### src/rtl/i2ct_pkg.sv
package i2ct_pkg;
  typedef enum logic [3:0] {
    ST_IDLE,
    ST_ADDR,
    ST_ACK_A,
    ST_WR,
    ST_ACK_W,
    ST_RD_WAIT,
    ST_RD,
    ST_RD_ACK,
    ST_IGNORE
  } tgt_state_e;
endpackage

### src/rtl/i2ct_line_sync.sv
module i2ct_line_sync #(
  parameter int STAGES = 2
) (
  input  logic clk,
  input  logic rst_n,
  input  logic scl_i,
  input  logic sda_i,
  output logic scl_s,
  output logic sda_s,
  output logic scl_rise,
  output logic scl_fall,
  output logic start_det,
  output logic stop_det
);
  logic [STAGES-1:0] scl_ff, sda_ff;
  logic              scl_q, sda_q;

  always_ff @(posedge clk or negedge rst_n) begin
    if (!rst_n) begin
      scl_ff <= '1;
      sda_ff <= '1;
      scl_q  <= 1'b1;
      sda_q  <= 1'b1;
    end else begin
      scl_ff <= {scl_ff[STAGES-2:0], scl_i};
      sda_ff <= {sda_ff[STAGES-2:0], sda_i};
      scl_q  <= scl_ff[STAGES-1];
      sda_q  <= sda_ff[STAGES-1];
    end
  end

  always_comb begin
    scl_s     = scl_ff[STAGES-1];
    sda_s     = sda_ff[STAGES-1];
    scl_rise  = scl_s & ~scl_q;
    scl_fall  = ~scl_s & scl_q;
    start_det = scl_s & scl_q & sda_q & ~sda_s;
    stop_det  = scl_s & scl_q & ~sda_q & sda_s;
  end
endmodule

### src/rtl/i2ct_engine.sv
module i2ct_engine
  import i2ct_pkg::*;
#(
  parameter int DATA_W = 8
) (
  input  logic              clk,
  input  logic              rst_n,
  input  logic              scl_s,
  input  logic              sda_s,
  input  logic              scl_rise,
  input  logic              scl_fall,
  input  logic              start_det,
  input  logic              stop_det,
  input  logic [DATA_W-2:0] own_addr,
  input  logic              promisc_en,
  input  logic [DATA_W-1:0] tx_data,
  input  logic              clr_addr,
  input  logic              clr_data,
  input  logic              clr_err,
  output logic              sda_drv,
  output logic [DATA_W-1:0] rx_data,
  output logic              flag_addr,
  output logic              flag_data,
  output logic              dir_rd,
  output logic              bus_err,
  output logic              collision
);
  localparam int CNT_W = $clog2(DATA_W + 1);
  localparam logic [CNT_W-1:0] LAST_BIT = CNT_W'(DATA_W - 1);

  tgt_state_e        state_q, state_d;
  logic [DATA_W-1:0] sr_q, sr_d, rx_q, rx_d;
  logic [CNT_W-1:0]  cnt_q, cnt_d;
  logic rose_q, rose_d, drv_q, drv_d, fa_q, fa_d, fd_q, fd_d;
  logic dir_q, dir_d, berr_q, berr_d, coll_q, coll_d;
  logic addr_hit;

  // address match: own address, general call byte, or accept-all
  assign addr_hit = promisc_en | (sr_q[DATA_W-1:1] == own_addr) | (sr_q == '0);

  always_comb begin
    state_d = state_q; sr_d = sr_q; cnt_d = cnt_q; rose_d = rose_q;
    drv_d = drv_q; fa_d = fa_q; fd_d = fd_q; dir_d = dir_q;
    berr_d = berr_q; coll_d = coll_q; rx_d = rx_q;
    if (clr_addr) fa_d = 1'b0;
    if (clr_err) begin
      berr_d = 1'b0;
      coll_d = 1'b0;
    end
    if (clr_data) begin
      fd_d = 1'b0;
      if (state_q == ST_RD_WAIT && fd_q) begin
        sr_d    = tx_data;
        drv_d   = ~tx_data[DATA_W-1];
        cnt_d   = '0;
        rose_d  = 1'b0;
        state_d = ST_RD;
      end
    end
    if (start_det) begin
      state_d = ST_ADDR; cnt_d = '0; rose_d = 1'b0; drv_d = 1'b0;
    end else if (stop_det) begin
      if (state_q == ST_ADDR && cnt_q == '0) berr_d = 1'b1;
      state_d = ST_IDLE; drv_d = 1'b0; rose_d = 1'b0;
    end else if (scl_rise) begin
      rose_d = 1'b1;
      case (state_q)
        ST_ADDR, ST_WR: sr_d = {sr_q[DATA_W-2:0], sda_s};
        ST_RD: if (sr_q[DATA_W-1] && !sda_s) begin
          coll_d = 1'b1; drv_d = 1'b0; state_d = ST_IGNORE;
        end
        ST_RD_ACK: sr_d[0] = sda_s;
        default: ;
      endcase
    end else if (scl_fall && rose_q) begin
      rose_d = 1'b0;
      case (state_q)
        ST_ADDR: begin
          cnt_d = cnt_q + CNT_W'(1);
          if (cnt_q == LAST_BIT) begin
            if (addr_hit) begin
              dir_d = sr_q[0]; drv_d = 1'b1; state_d = ST_ACK_A;
            end else begin
              state_d = ST_IGNORE;
            end
          end
        end
        ST_ACK_A: begin
          drv_d = 1'b0; fa_d = 1'b1; cnt_d = '0;
          if (dir_q) begin
            fd_d = 1'b1; state_d = ST_RD_WAIT;
          end else begin
            state_d = ST_WR;
          end
        end
        ST_WR: begin
          cnt_d = cnt_q + CNT_W'(1);
          if (cnt_q == LAST_BIT) begin
            rx_d = sr_q; drv_d = 1'b1; state_d = ST_ACK_W;
          end
        end
        ST_ACK_W: begin
          drv_d = 1'b0; fd_d = 1'b1; cnt_d = '0; state_d = ST_WR;
        end
        ST_RD: begin
          cnt_d = cnt_q + CNT_W'(1);
          sr_d  = {sr_q[DATA_W-2:0], 1'b0};
          if (cnt_q == LAST_BIT) begin
            drv_d = 1'b0; state_d = ST_RD_ACK;
          end else begin
            drv_d = ~sr_q[DATA_W-2];
          end
        end
        ST_RD_ACK: begin
          if (!sr_q[0]) begin
            fd_d = 1'b1; state_d = ST_RD_WAIT;
          end else begin
            state_d = ST_IGNORE;
          end
        end
        default: ;
      endcase
    end
  end

  always_ff @(posedge clk or negedge rst_n) begin
    if (!rst_n) begin
      state_q <= ST_IDLE; sr_q <= '0; rx_q <= '0; cnt_q <= '0;
      rose_q <= 1'b0; drv_q <= 1'b0; fa_q <= 1'b0; fd_q <= 1'b0;
      dir_q <= 1'b0; berr_q <= 1'b0; coll_q <= 1'b0;
    end else begin
      state_q <= state_d; sr_q <= sr_d; rx_q <= rx_d; cnt_q <= cnt_d;
      rose_q <= rose_d; drv_q <= drv_d; fa_q <= fa_d; fd_q <= fd_d;
      dir_q <= dir_d; berr_q <= berr_d; coll_q <= coll_d;
    end
  end

  assign sda_drv   = drv_q;
  assign rx_data   = rx_q;
  assign flag_addr = fa_q;
  assign flag_data = fd_q;
  assign dir_rd    = dir_q;
  assign bus_err   = berr_q;
  assign collision = coll_q;

  assert_ignore_is_silent_R4: assert property (@(posedge clk) disable iff (!rst_n)
    (state_q == ST_IGNORE) |-> !drv_q);
  assert_stop_releases_R2: assert property (@(posedge clk) disable iff (!rst_n)
    stop_det |=> !drv_q);
  assert_sda_moves_scl_low_R10: assert property (@(posedge clk) disable iff (!rst_n)
    !$stable(drv_q) |-> !$past(scl_s));
  assert_collision_drops_R12: assert property (@(posedge clk) disable iff (!rst_n)
    $rose(coll_q) |-> (!drv_q && state_q == ST_IGNORE));
  assert_bus_err_at_stop_R7: assert property (@(posedge clk) disable iff (!rst_n)
    $rose(berr_q) |-> (state_q == ST_IDLE));
endmodule

### src/rtl/i2c_target_stretch.sv
module i2c_target_stretch #(
  parameter int DATA_W      = 8,
  parameter int SYNC_STAGES = 2
) (
  input  logic              clk,
  input  logic              rst_n,
  input  logic              scl_i,
  input  logic              sda_i,
  output logic              scl_oe,
  output logic              sda_oe,
  input  logic [DATA_W-2:0] own_addr,
  input  logic              promisc_en,
  input  logic [DATA_W-1:0] tx_data,
  input  logic              clr_addr,
  input  logic              clr_data,
  input  logic              clr_err,
  output logic [DATA_W-1:0] rx_data,
  output logic              flag_addr,
  output logic              flag_data,
  output logic              dir_rd,
  output logic              bus_err,
  output logic              collision,
  output logic              clk_hold
);
  logic [1:0] rst_pipe;
  logic       rst_int_n;
  logic scl_s, sda_s, scl_rise, scl_fall, start_det, stop_det, sda_drv;

  always_ff @(posedge clk or negedge rst_n) begin
    if (!rst_n) rst_pipe <= '0;
    else        rst_pipe <= {rst_pipe[0], 1'b1};
  end
  assign rst_int_n = rst_pipe[1];

  i2ct_line_sync #(.STAGES(SYNC_STAGES)) sync_i (
    .clk(clk), .rst_n(rst_int_n), .scl_i(scl_i), .sda_i(sda_i),
    .scl_s(scl_s), .sda_s(sda_s), .scl_rise(scl_rise), .scl_fall(scl_fall),
    .start_det(start_det), .stop_det(stop_det)
  );

  i2ct_engine #(.DATA_W(DATA_W)) eng_i (
    .clk(clk), .rst_n(rst_int_n), .scl_s(scl_s), .sda_s(sda_s),
    .scl_rise(scl_rise), .scl_fall(scl_fall), .start_det(start_det),
    .stop_det(stop_det), .own_addr(own_addr), .promisc_en(promisc_en),
    .tx_data(tx_data), .clr_addr(clr_addr), .clr_data(clr_data),
    .clr_err(clr_err), .sda_drv(sda_drv), .rx_data(rx_data),
    .flag_addr(flag_addr), .flag_data(flag_data), .dir_rd(dir_rd),
    .bus_err(bus_err), .collision(collision)
  );

  assign scl_oe   = flag_addr | flag_data;
  assign clk_hold = scl_oe;
  assign sda_oe   = sda_drv;

  assert_no_hold_after_reset_R1: assert property (@(posedge clk) disable iff (!rst_int_n)
    $rose(rst_int_n) |-> (!scl_oe && !sda_oe));
endmodule

### config.mk
export PLATFORM = sky130hd
export DESIGN_NAME = i2c_target_stretch
export DESIGN_NICKNAME = d
export VERILOG_FILES = /design/src/rtl/i2ct_pkg.sv /design/src/rtl/i2ct_line_sync.sv /design/src/rtl/i2ct_engine.sv /design/src/rtl/i2c_target_stretch.sv
export SDC_FILE = /design/constraint.sdc
export NUM_CORES = 1
export LEC_CHECK = 0
export CAP_MARGIN = 10
export CORE_AREA = 3 3 66 68
export CTS_CLUSTER_SIZE = 40
export DETAILED_ROUTE_END_ITERATION = 16
export DIE_AREA = 0 0 69 71
export DONT_BUFFER_PORTS = 1
export PLACE_DENSITY = 0.73
export RECOVER_POWER = 100
export SYNTH_ARGS = -nofsm -noshare
export SYNTH_HDL_FRONTEND = slang
export SYNTH_SLANG_ARGS = --single-unit
### constraint.sdc
create_clock -name clk -period 2.3 [get_ports clk]
set_clock_uncertainty 0.05 [all_clocks]
set_input_delay 0.23 -clock clk [delete_from_list [all_inputs] [get_ports clk]]
set_output_delay 0.23 -clock clk [all_outputs]
set_load 0.02 [all_outputs]
# Word-level counts from Yosys, hierarchy flattened
# Index checks and enable logic that the tools add are counted.
[word_totals] elab_cells=135 input_bits=23 latch_bits=0 romBits=0 n_memories=0 mem_bits_rw=0 ff_bits=39
[classes] multipliers=0 shifts=0 eq_ne=9 bitwise=19 magnitude_cmp=0 div=0 mux=74 reduce_logical=16 add_sub_neg=1
[op_table] cell="two-way mux 4 bit" n=19
[op_table] cell="two-way mux 8 bit" n=7
[op_table] cell="two-way mux 1 bit" n=42
[op_table] cell="case mux 4 bit (6 select lines)" n=1
[op_table] cell="== test 4 x 3 -> 1 bit, second input constant" n=5
[op_table] cell="nonzero test 5 bit" n=2
[op_table] cell="inverter 1 bit" n=9
[op_table] cell="== test 4 x 2 -> 1 bit, second input constant" n=2
[op_table] cell="zero test 8 bit" n=1
[op_table] cell="case mux 4 bit (2 select lines)" n=1
[op_table] cell="AND 1 bit" n=7
[op_table] cell="== test 7 bit" n=1
[op_table] cell="two-way mux 7 bit" n=1
[op_table] cell="AND reduction 7 bit" n=1
[op_table] cell="AND reduction 6 bit" n=1
[op_table] cell="OR reduction 3 bit" n=2
[op_table] cell="adder 4 x 1 -> 4 bit, second input constant" n=1
[op_table] cell="== test 4 x 1 -> 1 bit, second input constant" n=1
[op_table] cell="logical AND 1 bit" n=4
[op_table] cell="zero test 4 bit" n=1
[op_table] cell="case mux 1 bit (4 select lines)" n=1
[op_table] cell="OR reduction 2 bit" n=2
[op_table] cell="two-way mux 3 bit" n=1
[op_table] cell="bitwise OR 1 bit" n=3
[op_table] cell="3 further kinds" n=3

# Longest topological paths before layout
# Gate-level depths: netlist of run 1.
[depth] word_depth=11 depth_mapped=7

# Hierarchy
# Synthesis of run 1 repeated with hierarchy kept, for this count alone.
[unflattened] hier_cells=241 hier_area_um2=2239.6
[modules_own_cells] mod="i2ct_engine" seq_area_each_um2=775.7 cells_per_inst=226 n_inst=1 area_each_um2=1981.9
[modules_own_cells] mod="i2ct_line_sync" seq_area_each_um2=157.7 cells_per_inst=10 n_inst=1 area_each_um2=190.2
[modules_own_cells] mod="i2c_target_stretch" seq_area_each_um2=50.0 cells_per_inst=5 n_inst=1 area_each_um2=67.6

# Worst setup path before layout of run 1
# Ideal clock, no wire load.
[synth_path] path_kind="register to register" start="register sync_i.scl_ff[1]" end="register eng_i.sr_q[1]" t_required_ns=2.171 stages_incl_launch_ff=7 arrival_ns=1.569 slack_ns=0.602 path_cell_list="dfstp_2 > buf_2 > inv_1 > a21oi_2 > a21oi_2 > nor3_4 > mux2i_1"
[synth_between] elab_chain_cells=7 word_cells_on_any_way=13
[synth_rtl] element="start, declared" line="i2ct_line_sync.sv:15" source="logic [STAGES-1:0] scl_ff, sda_ff;"
[synth_rtl] element="start signal, assigned" line="i2ct_line_sync.sv:25" source="scl_ff <= {scl_ff[STAGES-2:0], scl_i};"
[synth_rtl] element="inverter 1 bit" line="i2ct_line_sync.sv:36" source="scl_fall = ~scl_s & scl_q;"
[synth_rtl] element="AND 1 bit" line="i2ct_line_sync.sv:36"
[synth_rtl] element="logical AND 1 bit" line="i2ct_engine.sv:75" source="end else if (scl_fall && rose_q) begin"
[synth_rtl] element="two-way mux 8 bit" line="i2ct_engine.sv:75"
[synth_rtl] element="two-way mux 8 bit" line="i2ct_engine.sv:65" source="end else if (scl_rise) begin"
[synth_rtl] element="two-way mux 8 bit" line="i2ct_engine.sv:62" source="end else if (stop_det) begin"
[synth_rtl] element="two-way mux 8 bit (*)" line="i2ct_engine.sv:60" source="if (start_det) begin"
[synth_rtl] element="via eng_i.sr_d[1]" line="i2ct_engine.sv:32" source="logic [DATA_W-1:0] sr_q, sr_d, rx_q, rx_d;"
[synth_rtl] element="end signal, assigned" line="i2ct_engine.sv:132" source="state_q <= state_d; sr_q <= sr_d; rx_q <= rx_d; cnt_q <= cnt_d;"
[synth_rtl] element="end, declared" line="i2ct_engine.sv:32"
# Mark *: on every way through the listed nets, which the timed path passes. The rest lies on a longest branch.
# A chain may end at the register's enable or synchronous reset.

# Worst setup path after layout of run 1
[layout_path] start="register sync_i.scl_ff[1]" end="register eng_i.sr_q[4]"
# The elaborated chain is that of the path after synthesis.

==> results of run 1 <==
synthesized netlist by cell type (all sizes together), types with 2 or more instances:
master / n / area [sq um]
a211oi: 2 / 15.0
a21oi: 15 / 82.6
a31oi: 2 / 12.5
and3b: 2 / 17.5
and4bb: 2 / 25.0
buf: 8 / 57.6
clkbuf: 4 / 15.0
dfrtp: 33 / 826
dfstp: 6 / 158
ha: 2 / 25.0
inv: 10 / 37.5
mux2: 10 / 113
mux2i: 14 / 140
nand2: 16 / 60.1
nand2b: 2 / 12.5
nand3: 6 / 35.0
nand3b: 3 / 22.5
nand4: 3 / 18.8
nor2: 17 / 63.8
nor2b: 5 / 31.3
nor3: 6 / 46.3
nor3b: 2 / 20.0
nor4: 2 / 12.5
o211ai: 5 / 37.5
o21ai: 13 / 68.8
o22ai: 2 / 12.5
o311ai: 2 / 17.5
or2: 3 / 18.8
xnor2: 4 / 35.0
xor2: 3 / 26.3
worst max-delay path, stage by stage, from the launching register on:
cell     delay, ns
dfstp_1       0.69
inv_1         0.11
a21oi_2       0.30
a21oi_1       0.12
nor3_4        0.45
mux2i_1       0.24
per-layer routing:
layer | track usage | vias to the layer above
met5 | 0 | -
met4 | 0.0889 | 0
met3 | 0.0526 | 17
met2 | 0.296 | 90
met1 | 0.292 | 826
li1 | - | 828
cells by family (layout without fill, tap and decap cells):
logic type      after synthesis  in the layout  synth area share
other cells                   1              1           0.00168
mux                          24             24             0.113
xor+xnor                      7              7            0.0274
fa+ha+maj                     3              3            0.0157
buf+inv                      22             31            0.0492
compound gates               52             52             0.156
flops                        39             39             0.440
simple gates                 76             76             0.198
final cells by class:
type / instances / share of cell area
multi-input combinational: 163 / 0.459
sequential: 39 / 0.400
timing repair buffer: 13 / 0.0468
clock buffer: 6 / 0.0295
tap: 50 / 0.0254
clock inverter: 2 / 0.0244
inverter: 10 / 0.0153
repair_timing:
action                                 in CTS  in global routing
setup buffers                               0                  0
gates resized for setup                     0                  0
hold buffers                                6                  0
endpoints found under the hold margin       8                  0
worst min-delay path by stage:
stage,to,depth (start not counted),slack (ns),from
after detailed placement,rst_pipe[0]$_DFF_PN0_,0,-0.12,rst_n
after global placement,rst_pipe[0]$_DFF_PN0_,0,-0.12,rst_n
after floorplan,rst_pipe[0]$_DFF_PN0_,0,-0.12,rst_n
final,eng_i.sr_q[2]$_DFF_PN0_,2,0.09,tx_data[2]
after global routing,eng_i.sr_q[3]$_DFF_PN0_,2,0.09,tx_data[3]
after CTS,eng_i.sr_q[5]$_DFF_PN0_,2,0.08,tx_data[5]
power by group through the flow:
stage | clock network, uW | registers [uW] | logic, uW
after floorplan | 0 | 865 | 308
after global placement | 0 | 914 | 380
after detailed placement | 0 | 914 | 381
after CTS | 686 | 901 | 393
after global routing | 708 | 920 | 431
final | 673 | 901 | 385
state kept, by name, indices dropped and copies added, names as in the netlist, 2 cells and up:
signal and cells:
sync_i.sda_ff 2, eng_i.rx_data 8, rst_pipe 2, eng_i.cnt_q 4, eng_i.state_q 4, eng_i.sr_q 8
sync_i.scl_ff 2
per-stage QoR:
step                      instance area, sq um  instances  utilization  power [uW]
after floorplan                           2240        224            -        1170
after global placement                    2290        269        0.585        1290
after detailed placement                  2290        269        0.585        1300
after CTS                                 2480        283        0.635        1980
after global routing                      2460        283        0.629        2060
final                                     2460        283        0.629        1960
placed cells by master (no fill, tap or decap), drive strengths merged, types with 5 or more instances in the layout:
cell type	netlist	layout
nand3	6	6
inv	10	10
dfrtp	33	33
dlygate4sd3	0	6
o211ai	5	5
nor2b	5	5
mux2	10	10
nor3	6	6
buf	8	5
clkbuf	4	7
mux2i	14	14
o21ai	13	13
nor2	17	17
a21oi	15	15
dfstp	6	6
nand2	16	16
==> results.tsv, run 1 <==
stage	metric	value	unit
status	status	finished clean	
power_and_ir_drop	switching_share	0.290	
yosys	yosys_warnings	0	
worst_setup_path	cp-startpoint	sync_i.scl_ff[1]$_DFF_PN1_	
sta	max_freq	0.493	GHz
clock_network	insertion_delay	0.29	ns
floorplan	initial_core_util	0.571	
finish	fillerInstances	332	
yosys	avgSynthCellArea	9.98	sq um
global_routing	gr-total-overflow	0	
sta	rsz0062_at_grt	false	
yosys	synth-edff-count	0	
power_and_ir_drop	power_frac_seq	0.460	
clock_network	h-tree-depth	2	
worst_setup_path	end_kind	register	
sta	finalMaxSlewViolations	0	
place	io_buffers	0	
sta	setup_violations	0	
detailed_routing	dr.pass1.iters	5	
sta	fin_crit	2.03	ns
worst_setup_path	required	2.47	ns
detailed_routing	antenna_left	0	
clock_network	tritoncts	yes	
detailed_routing	drtIter0Drc	221	
power_and_ir_drop	vdd_drop_max	0.534	mV
worst_setup_path	rrSetupSlack	0.27	ns
global_routing	grtUsageTotal	0.205	
floorplan	die_w	69	um
detailed_routing	routedWlPerCell	17.1	um
yosys	synth_cells	224	
global_routing	grt_start_max_net_pins	28	
yosys	ys_types	63	
yosys	synth_flop_cell	dfrtp_1	
worst_setup_path	cp-endpoint	eng_i.sr_q[4]$_DFF_PN0_	
run	cap_violations	0	
yosys	seq_area_frac_synth	0.440	
detailed_routing	route.met3.wl	387	um
power_and_ir_drop	p_clk_frac	0.343	
detailed_routing	wl_met1	2280	um
global_routing	grt_pass1_wl	8050	um
finish	final_nets	257	
hold_path	hold_path.class	in -> reg	
finish	syn2layout_area_growth	10.1	%
floorplan	dieArea	4900	sq um
yosys	syn_area	2240	sq um
floorplan	ios	39	
worst_setup_path	reg2reg_depth	5	
global_routing	grt_pass1_vias	1677	
sta	hold_viol_final	0	
floorplan	die_h	71	um
yosys	synth_seq_cells	39	
clock_network	cts.sink_count	39	
place	gp_congestion	0.942	
worst_setup_path	worstPathArrival	2.20	ns
worst_setup_path	worst_r2r_endpoint	eng_i.sr_q[4]$_DFF_PN0_	
power_and_ir_drop	internal-power	1390	uW
worst_setup_path	worstPathMaxFanout	10	
sta	final.setup.tns	0	ns
floorplan	coreArea	3910	sq um
finish	drive_gt1_frac	0.112	
sta	max_slew_margin	0.187	
worst_setup_path	critPathKind	reg -> reg	
yosys	synth_fp_nets	249	
clock_network	clockBufferDepth	2	
finish	multi_input_area	1130	sq um
place	hpwl	3510	um
clock_network	clk_pin_slew	0.08	ns
global_routing	antenna_found_initial	0	
clock_network	clockRootBuffer	clkbuf_8	
sta	fin_crit_sh	0.883	
detailed_routing	drc	0	
detailed_routing	routed_wl	4850	um
power_and_ir_drop	combPwrFrac	0.197	
yosys	async_reset_ff_frac	1.00	
sta	hold_slack	0.0885	ns
sta	setup_ws	0.270	ns
sta	tightest_slew	1.22	ns
detailed_routing	top_layer	met4	
worst_setup_path	reg2reg_from	sync_i.scl_ff[1]$_DFF_PN1_	
worst_setup_path	crit_path_start_kind	register	
detailed_routing	vias	1761	
power_and_ir_drop	leakagePower	0.00104	uW
detailed_routing	met2_wirelength	2060	um
finish	seqCellArea	983	sq um
place	dpl_worst_slack	0.334	ns
power_and_ir_drop	net-switching-power	568	uW
power_and_ir_drop	power.density	796	nW/um^2
finish	n_antenna_cell	0	
floorplan	rows	23	
clock_network	numCtsBuffers	5	
detailed_routing	viasPerCell	6.22	
Note: power is estimated with default switching activity, not from simulation.
==> run 2: changes to the inputs <==
--- a/config.mk
+++ b/config.mk
@@ -6,5 +6,4 @@
 export NUM_CORES = 1
 export LEC_CHECK = 0
-export CAP_MARGIN = 10
 export CORE_AREA = 3 3 66 68
 export CTS_CLUSTER_SIZE = 40
==> constraint.sdc (replaced) <==
create_clock -name clk -period 2.3 [get_ports clk]
set_clock_uncertainty 0.05 [all_clocks]
set_input_delay 0.345 -clock clk [delete_from_list [all_inputs] [get_ports clk]]
set_output_delay 0.345 -clock clk [all_outputs]
set_load 0.02 [all_outputs]
==> run 2 against run 1 <==
Combinational power down 1%. Via count down 0.57%. First-iteration DRC count up 18%. Final area down 1.2%. Routed wire length down 0.21%. Power down 0.23%. Count of clock-buffer cells in the layout unchanged. Global-route usage down 0.061 points. Setup slack better by 0.015 ns. Final cell count down 1.1%. Sequential power about the same. Critical path type unchanged. Largest cell class unchanged. Largest power group unchanged.
==> results.tsv, run 2 (synthesis results as in run 1) <==
stage	metric	value	unit	change
power_and_ir_drop	power_frac_seq	0.461		about the same
detailed_routing	antenna_left	0		unchanged
clock_network	cts_setup_buffers	0		unchanged
worst_setup_path	slowest_stage	dfstp_1		
finish	seqCellArea	983	sq um	unchanged
worst_setup_path	worstPathArrival	2.19	ns	about the same
sta	setup_ws	0.285	ns	+0.0148 ns
global_routing	grt_pass1_wl	8020	um	-0.35%
detailed_routing	routed_wl	4840	um	-0.21%
sta	max_slew_margin	0.197		+0.00986
clock_network	numCtsBuffers	5		unchanged
floorplan	die_w	69	um	unchanged
worst_setup_path	cp_top_family	flip-flops		
global_routing	antenna_found_initial	0		unchanged
clock_network	h-tree-depth	2		unchanged
power_and_ir_drop	p_clk_frac	0.344		about the same
worst_setup_path	crit_path_start_kind	register		
worst_setup_path	critPathMaxStageDelay	0.69	ns	about the same
floorplan	dieArea	4900	sq um	unchanged
finish	mostFrequentLayoutCell	dfrtp_1		
clock_network	cts.sink_count	39		unchanged
power_and_ir_drop	vdd_drop_max	0.533	mV	-0.15%
status	status	finished clean		
power_and_ir_drop	combPwrFrac	0.195		-0.002
floorplan	ios	39		unchanged
place	dpl_worst_slack	0.334	ns	unchanged
run	cap_violations	0		unchanged
worst_setup_path	crit_chain	inv_1 -> a21oi_2 -> a21oi_1 -> nor3_4 -> mux2i_1		
worst_setup_path	critPathKind	reg -> reg		
sta	finalMaxSlewViolations	0		unchanged
place	io_buffers	0		unchanged
clock_network	clockRootBuffer	clkbuf_8		
finish	n_antenna_cell	0		unchanged
clock_network	insertion_delay	0.29	ns	about the same
hold_path	hold_path.class	in -> reg		
detailed_routing	vias	1751		-0.57%
finish	final_cell_mix	dfrtp_1, nor2_1, nand2_1, a21oi_1, mux2i_1		
sta	hold_viol_final	0		unchanged
finish	drive_gt1_frac	0.113		+0.00146
power_and_ir_drop	internal-power	1390	uW	-0.24%
worst_setup_path	required	2.47	ns	about the same
floorplan	coreArea	3910	sq um	unchanged
detailed_routing	drc	0		unchanged
finish	fin_area	2430	sq um	-1.2%
global_routing	grt_start_max_net_pins	28		unchanged
finish	fillerInstances	337		+1.5%
power_and_ir_drop	net-switching-power	567	uW	-0.22%
place	dpl.cell_count	269		unchanged
clock_network	tritoncts	yes		
worst_setup_path	worstPathMaxFanout	10		unchanged
clock_network	clk_pin_slew	0.08	ns	about the same
sta	max_freq	0.496	GHz	+0.73%
floorplan	rows	23		unchanged
detailed_routing	routedWlPerCell	17.3	um	+0.86%
place	hpwl	3510	um	unchanged
place	gp_congestion	0.942		unchanged
finish	multi_input_area	1130	sq um	unchanged
clock_network	clockBufferDepth	2		unchanged
power_and_ir_drop	leakagePower	0.00102	uW	-1.2%
place	placed_cell_area	2290	sq um	unchanged
worst_setup_path	end_kind	register		
global_routing	grt_pass1_vias	1672		-0.30%
worst_setup_path	crit_buf_inv	1		unchanged
detailed_routing	viasPerCell	6.25		+0.50%
sta	tightest_slew	1.20	ns	-0.0148 ns
sta	setup_violations	0		unchanged
detailed_routing	drtIter0Drc	261		+18%
power_and_ir_drop	switching_share	0.290		about the same
floorplan	initial_core_util	0.571		unchanged
detailed_routing	dr.pass1.iters	4		-1
finish	final_nets	254		-1.2%
sta	fin_crit	2.02	ns	-0.0148 ns
finish	syn2layout_area_growth	8.73	%	
floorplan	die_h	71	um	unchanged
sta	rsz0062_at_grt	false		
sta	fin_crit_sh	0.876		-0.00642
global_routing	gr-total-overflow	0		unchanged
finish	final_cell_count_no_fill	280		-1.1%
sta	final.setup.tns	0	ns	unchanged
power_and_ir_drop	power.density	804	nW/um^2	+1.0%
global_routing	grtUsageTotal	0.204		-0.000606
run 2: cell count changes in the layout (fill, tap and decap cells not counted):
cell and change:
dlygate4sd3_1 -3
run 2: final cells by class:
type / count / area share
inverter: 10 / 0.0154
multi-input combinational: 163 / 0.465
sequential: 39 / 0.405
clock buffer: 6 / 0.0299
clock inverter: 2 / 0.0247
timing repair buffer: 10 / 0.0350
tap: 50 / 0.0257
run 2: final timing paths:
path                                             from                        end  slack (ns)  cells past startpoint
max                        sync_i.scl_ff[1]$_DFF_PN1_    eng_i.sr_q[4]$_DFF_PN0_        0.28                      5
min                                          clr_addr  eng_i.flag_addr$_DFF_PN0_        0.09                      1
max reg2reg                sync_i.scl_ff[1]$_DFF_PN1_    eng_i.sr_q[4]$_DFF_PN0_        0.28                      5
min reg2reg                     rst_pipe[1]$_DFF_PN0_   eng_i.dir_rd$_DFFE_PN0P_        0.14                      0
max in group asynchronous       rst_pipe[1]$_DFF_PN0_   eng_i.cnt_q[3]$_DFF_PN0_        0.47                      1
min in group asynchronous       rst_pipe[1]$_DFF_PN0_   eng_i.dir_rd$_DFFE_PN0P_        0.14                      0
run 2: through the flow:
| step | hold WS [ns] | total power (uW) | utilization |
|---|---|---|---|
| global route | 0.0938 | 2050 | 0.621 |
| floorplan | -0.000591 | 1170 | - |
| global placement | -0.000526 | 1290 | 0.585 |
| finish | 0.0877 | 1950 | 0.621 |
| CTS | 0.0860 | 1980 | 0.627 |
| detailed placement | -0.000523 | 1300 | 0.585 |
run 2: per-layer routing:
metal | vias to the layer above | global-route usage | part of all wire
met1 | 824 | 0.289 | 0.47
met3 | 14 | 0.0554 | 0.083
li1 | 819 | - | -
met4 | 0 | 0.0889 | 0.022
met5 | - | 0 | 0
met2 | 94 | 0.296 | 0.43
run 2: worst register-to-register path, cell delays in order (launching register included):
cell,delay [ns]
dfstp_1,0.69
inv_1,0.11
a21oi_2,0.28
a21oi_1,0.12
nor3_4,0.45
mux2i_1,0.24
run 2: what timing repair did:
item | in CTS | in global routing
hold endpoints to repair | 4 | 0
hold buffers | 3 | 0
resized for setup | 0 | 0
run 2: power groups by stage:
stage	Combinational [uW]	Clock, uW	Sequential [uW]
2_1_floorplan	308	0	865
3_3_place_gp	380	0	914
3_5_place_dp	381	0	914
4_1_cts	388	686	901
5_1_grt	426	708	920
6_report	381	673	901
==> run 3: changes to the inputs <==
- CORE_AREA: 3 3 66 68 -> 3 3 73 61
- DIE_AREA: 0 0 69 71 -> 0 0 76 64
- PLACE_DENSITY: 0.73 -> 0.74
==> run 3 against run 2 <==
Final area down 0.72%. Routed wire length increased by 4.5%. Global-route usage increased by 1.6 points. Critical path type unchanged. Sequential share of layout area grew 0.29 points. First-iteration DRC count is 27% lower. Highest routed layer unchanged. Die area is 0.71% lower. Flip-flop and latch count unchanged. Setup slack got worse by 0.019 ns. Count of clock-buffer cells in the layout unchanged. Clock power is 9.2% lower.
==> results.tsv, run 3 (synthesis results as in run 1) <==
stage	metric	value	unit	change
floorplan	coreArea	3780	sq um	-3.5%
place	hpwl	3740	um	+6.4%
floorplan	die_h	64	um	-9.9%
hold_path	hp-start	clr_err		
clock_network	clockBufferDepth	2		unchanged
worst_setup_path	required	2.46	ns	about the same
detailed_routing	drc	0		unchanged
power_and_ir_drop	leakagePower	0.00101	uW	-1.8%
worst_setup_path	cp-startpoint	eng_i.state_q[0]$_DFF_PN0_		
power_and_ir_drop	power.density	787	nW/um^2	-2.2%
sta	max_slew_margin	0.556		+0.359
finish	final_nets	253		-0.39%
finish	mostFrequentLayoutCell	dfrtp_1		
floorplan	rows	20		-13%
run	cap_violations	0		unchanged
sta	finalMaxSlewViolations	0		unchanged
worst_setup_path	crit_chain	and4bb_1 -> a21oi_1 -> nor3_4 -> mux2i_1		
worst_setup_path	slowest_stage	dfrtp_1		
worst_setup_path	end_kind	register		
clock_network	numCtsBuffers	5		unchanged
worst_setup_path	crit_buf_inv	0		-1
detailed_routing	vias	1716		-2.0%
clock_network	clk_pin_slew	0.08	ns	about the same
place	gp_congestion	0.975		+3.5%
worst_setup_path	cp_top_family	simple AND/OR/NAND/NOR gates		
clock_network	clockRootBuffer	clkbuf_8		
detailed_routing	antenna_left	0		unchanged
global_routing	antenna_found_initial	0		unchanged
detailed_routing	viasPerCell	6.04		-3.4%
finish	syn2layout_area_growth	7.95	%	
worst_setup_path	reg2reg_depth	4		-1
global_routing	grtUsageTotal	0.220		+0.0161
hold_path	hold_end	eng_i.collision$_DFF_PN0_		
worst_setup_path	rrSetupSlack	0.27	ns	-0.02 ns
clock_network	insertion_delay	0.29	ns	about the same
finish	fin_area	2410	sq um	-0.72%
detailed_routing	routedWlPerCell	17.8	um	+3.1%
floorplan	dieArea	4860	sq um	-0.71%
global_routing	grt_pass1_wl	8420	um	+5.0%
status	status	finished clean		
global_routing	grt_start_max_net_pins	29		+3.6%
finish	n_antenna_cell	0		unchanged
floorplan	ios	39		unchanged
sta	fin_crit_sh	0.884		+0.00817
sta	hold_viol_final	0		unchanged
finish	drive_gt1_frac	0.118		+0.00486
clock_network	h-tree-depth	2		unchanged
detailed_routing	routed_wl	5050	um	+4.5%
detailed_routing	drtIter0Drc	190		-27%
worst_setup_path	crit_path_start_kind	register		
clock_network	tritoncts	yes		
worst_setup_path	reg2reg_from	eng_i.state_q[0]$_DFF_PN0_		
worst_setup_path	critPathMaxStageDelay	0.55	ns	-0.14 ns
worst_setup_path	worstPathArrival	2.19	ns	about the same
sta	final.setup.tns	0	ns	unchanged
hold_path	whs_path_depth	1		unchanged
sta	fin_crit	2.03	ns	+0.0188 ns
sta	setup_violations	0		unchanged
global_routing	grt_pass1_vias	1748		+4.5%
place	placed_cell_area	2280	sq um	-0.60%
sta	tightest_slew	0.666	ns	-0.538 ns
place	io_buffers	0		unchanged
clock_network	cts.sink_count	39		unchanged
worst_setup_path	worstPathMaxFanout	17		+7
worst_setup_path	critPathKind	reg -> reg		
sta	rsz0062_at_grt	false		
detailed_routing	dr.pass1.iters	4		unchanged
power_and_ir_drop	vdd_drop_max	0.503	mV	-5.7%
finish	final_cell_mix	dfrtp_1, nor2_1, nand2_1, a21oi_1, mux2i_1		
sta	max_freq	0.492	GHz	-0.92%
worst_setup_path	worst_r2r_endpoint	eng_i.sr_q[7]$_DFF_PN0_		
floorplan	die_w	76	um	+10%
global_routing	gr-total-overflow	0		unchanged
hold_path	hold_path.class	in -> reg		
floorplan	initial_core_util	0.592		+0.0204
-- run 3: area by class of cell --
type,count,area (sq um)
timing repair buffer,9,72.6
fill,316,1370
sequential,39,983
inverter,10,37.5
clock buffer,6,82.6
multi-input combinational,163,1130
clock inverter,2,38.8
tap,55,68.8
-- run 3: worst max path at each step --
stage / endpoint / slack (ns) / cells past startpoint
6_report: eng_i.sr_q[7]$_DFF_PN0_ / 0.27 / 4
5_1_grt: eng_i.sda_drv$_DFF_PN0_ / 0.1 / 5
4_1_cts: eng_i.sr_q[7]$_DFF_PN0_ / 0.29 / 4
3_5_place_dp: eng_i.sr_q[7]$_DFF_PN0_ / 0.32 / 4
3_3_place_gp: eng_i.sr_q[3]$_DFF_PN0_ / 0.38 / 4
2_1_floorplan: eng_i.sr_q[1]$_DFF_PN0_ / 0.60 / 6
-- run 3: through the flow --
| step | std cells | hold slack (ns) | worst slack, ns | total power (uW) | utilization |
|---|---|---|---|---|---|
| 2_1_floorplan | 224 | -0.000591 | 0.602 | 1170 | - |
| 3_3_place_gp | 273 | -0.000542 | 0.384 | 1280 | 0.603 |
| 3_5_place_dp | 273 | -0.000547 | 0.322 | 1300 | 0.603 |
| 4_1_cts | 284 | 0.0837 | 0.293 | 1910 | 0.643 |
| 5_1_grt | 284 | 0.0831 | 0.0984 | 2000 | 0.639 |
| 6_report | 284 | 0.0949 | 0.266 | 1900 | 0.639 |
-- run 3: metal layers --
layer	GRT usage	share of wire	vias to the layer above
li1	-	-	819
met1	0.301	0.46	818
met4	0.102	0.011	0
met5	0	0	-
met2	0.330	0.44	72
met3	0.0577	0.091	7
-- run 3: report_power, final --
group | internal (uW) | switching (uW)
clock | 357 | 254
combinational | 184 | 198
sequential | 769 | 136
-- run 3: repair_timing --
| action | CTS | global route |
|---|---|---|
| hold endpoints to repair | 4 | 0 |
| resized for setup | 0 | 0 |
| hold buffers | 3 | 0 |
| buffers inserted | 0 | 0 |
| setup endpoints to repair | 0 | 0 |
-- run 3: worst register-to-register path: stages, from the launching register on --
cell and delay [ns]:
dfrtp_1 0.55, and4bb_1 0.50, a21oi_1 0.15, nor3_4 0.45
mux2i_1 0.26
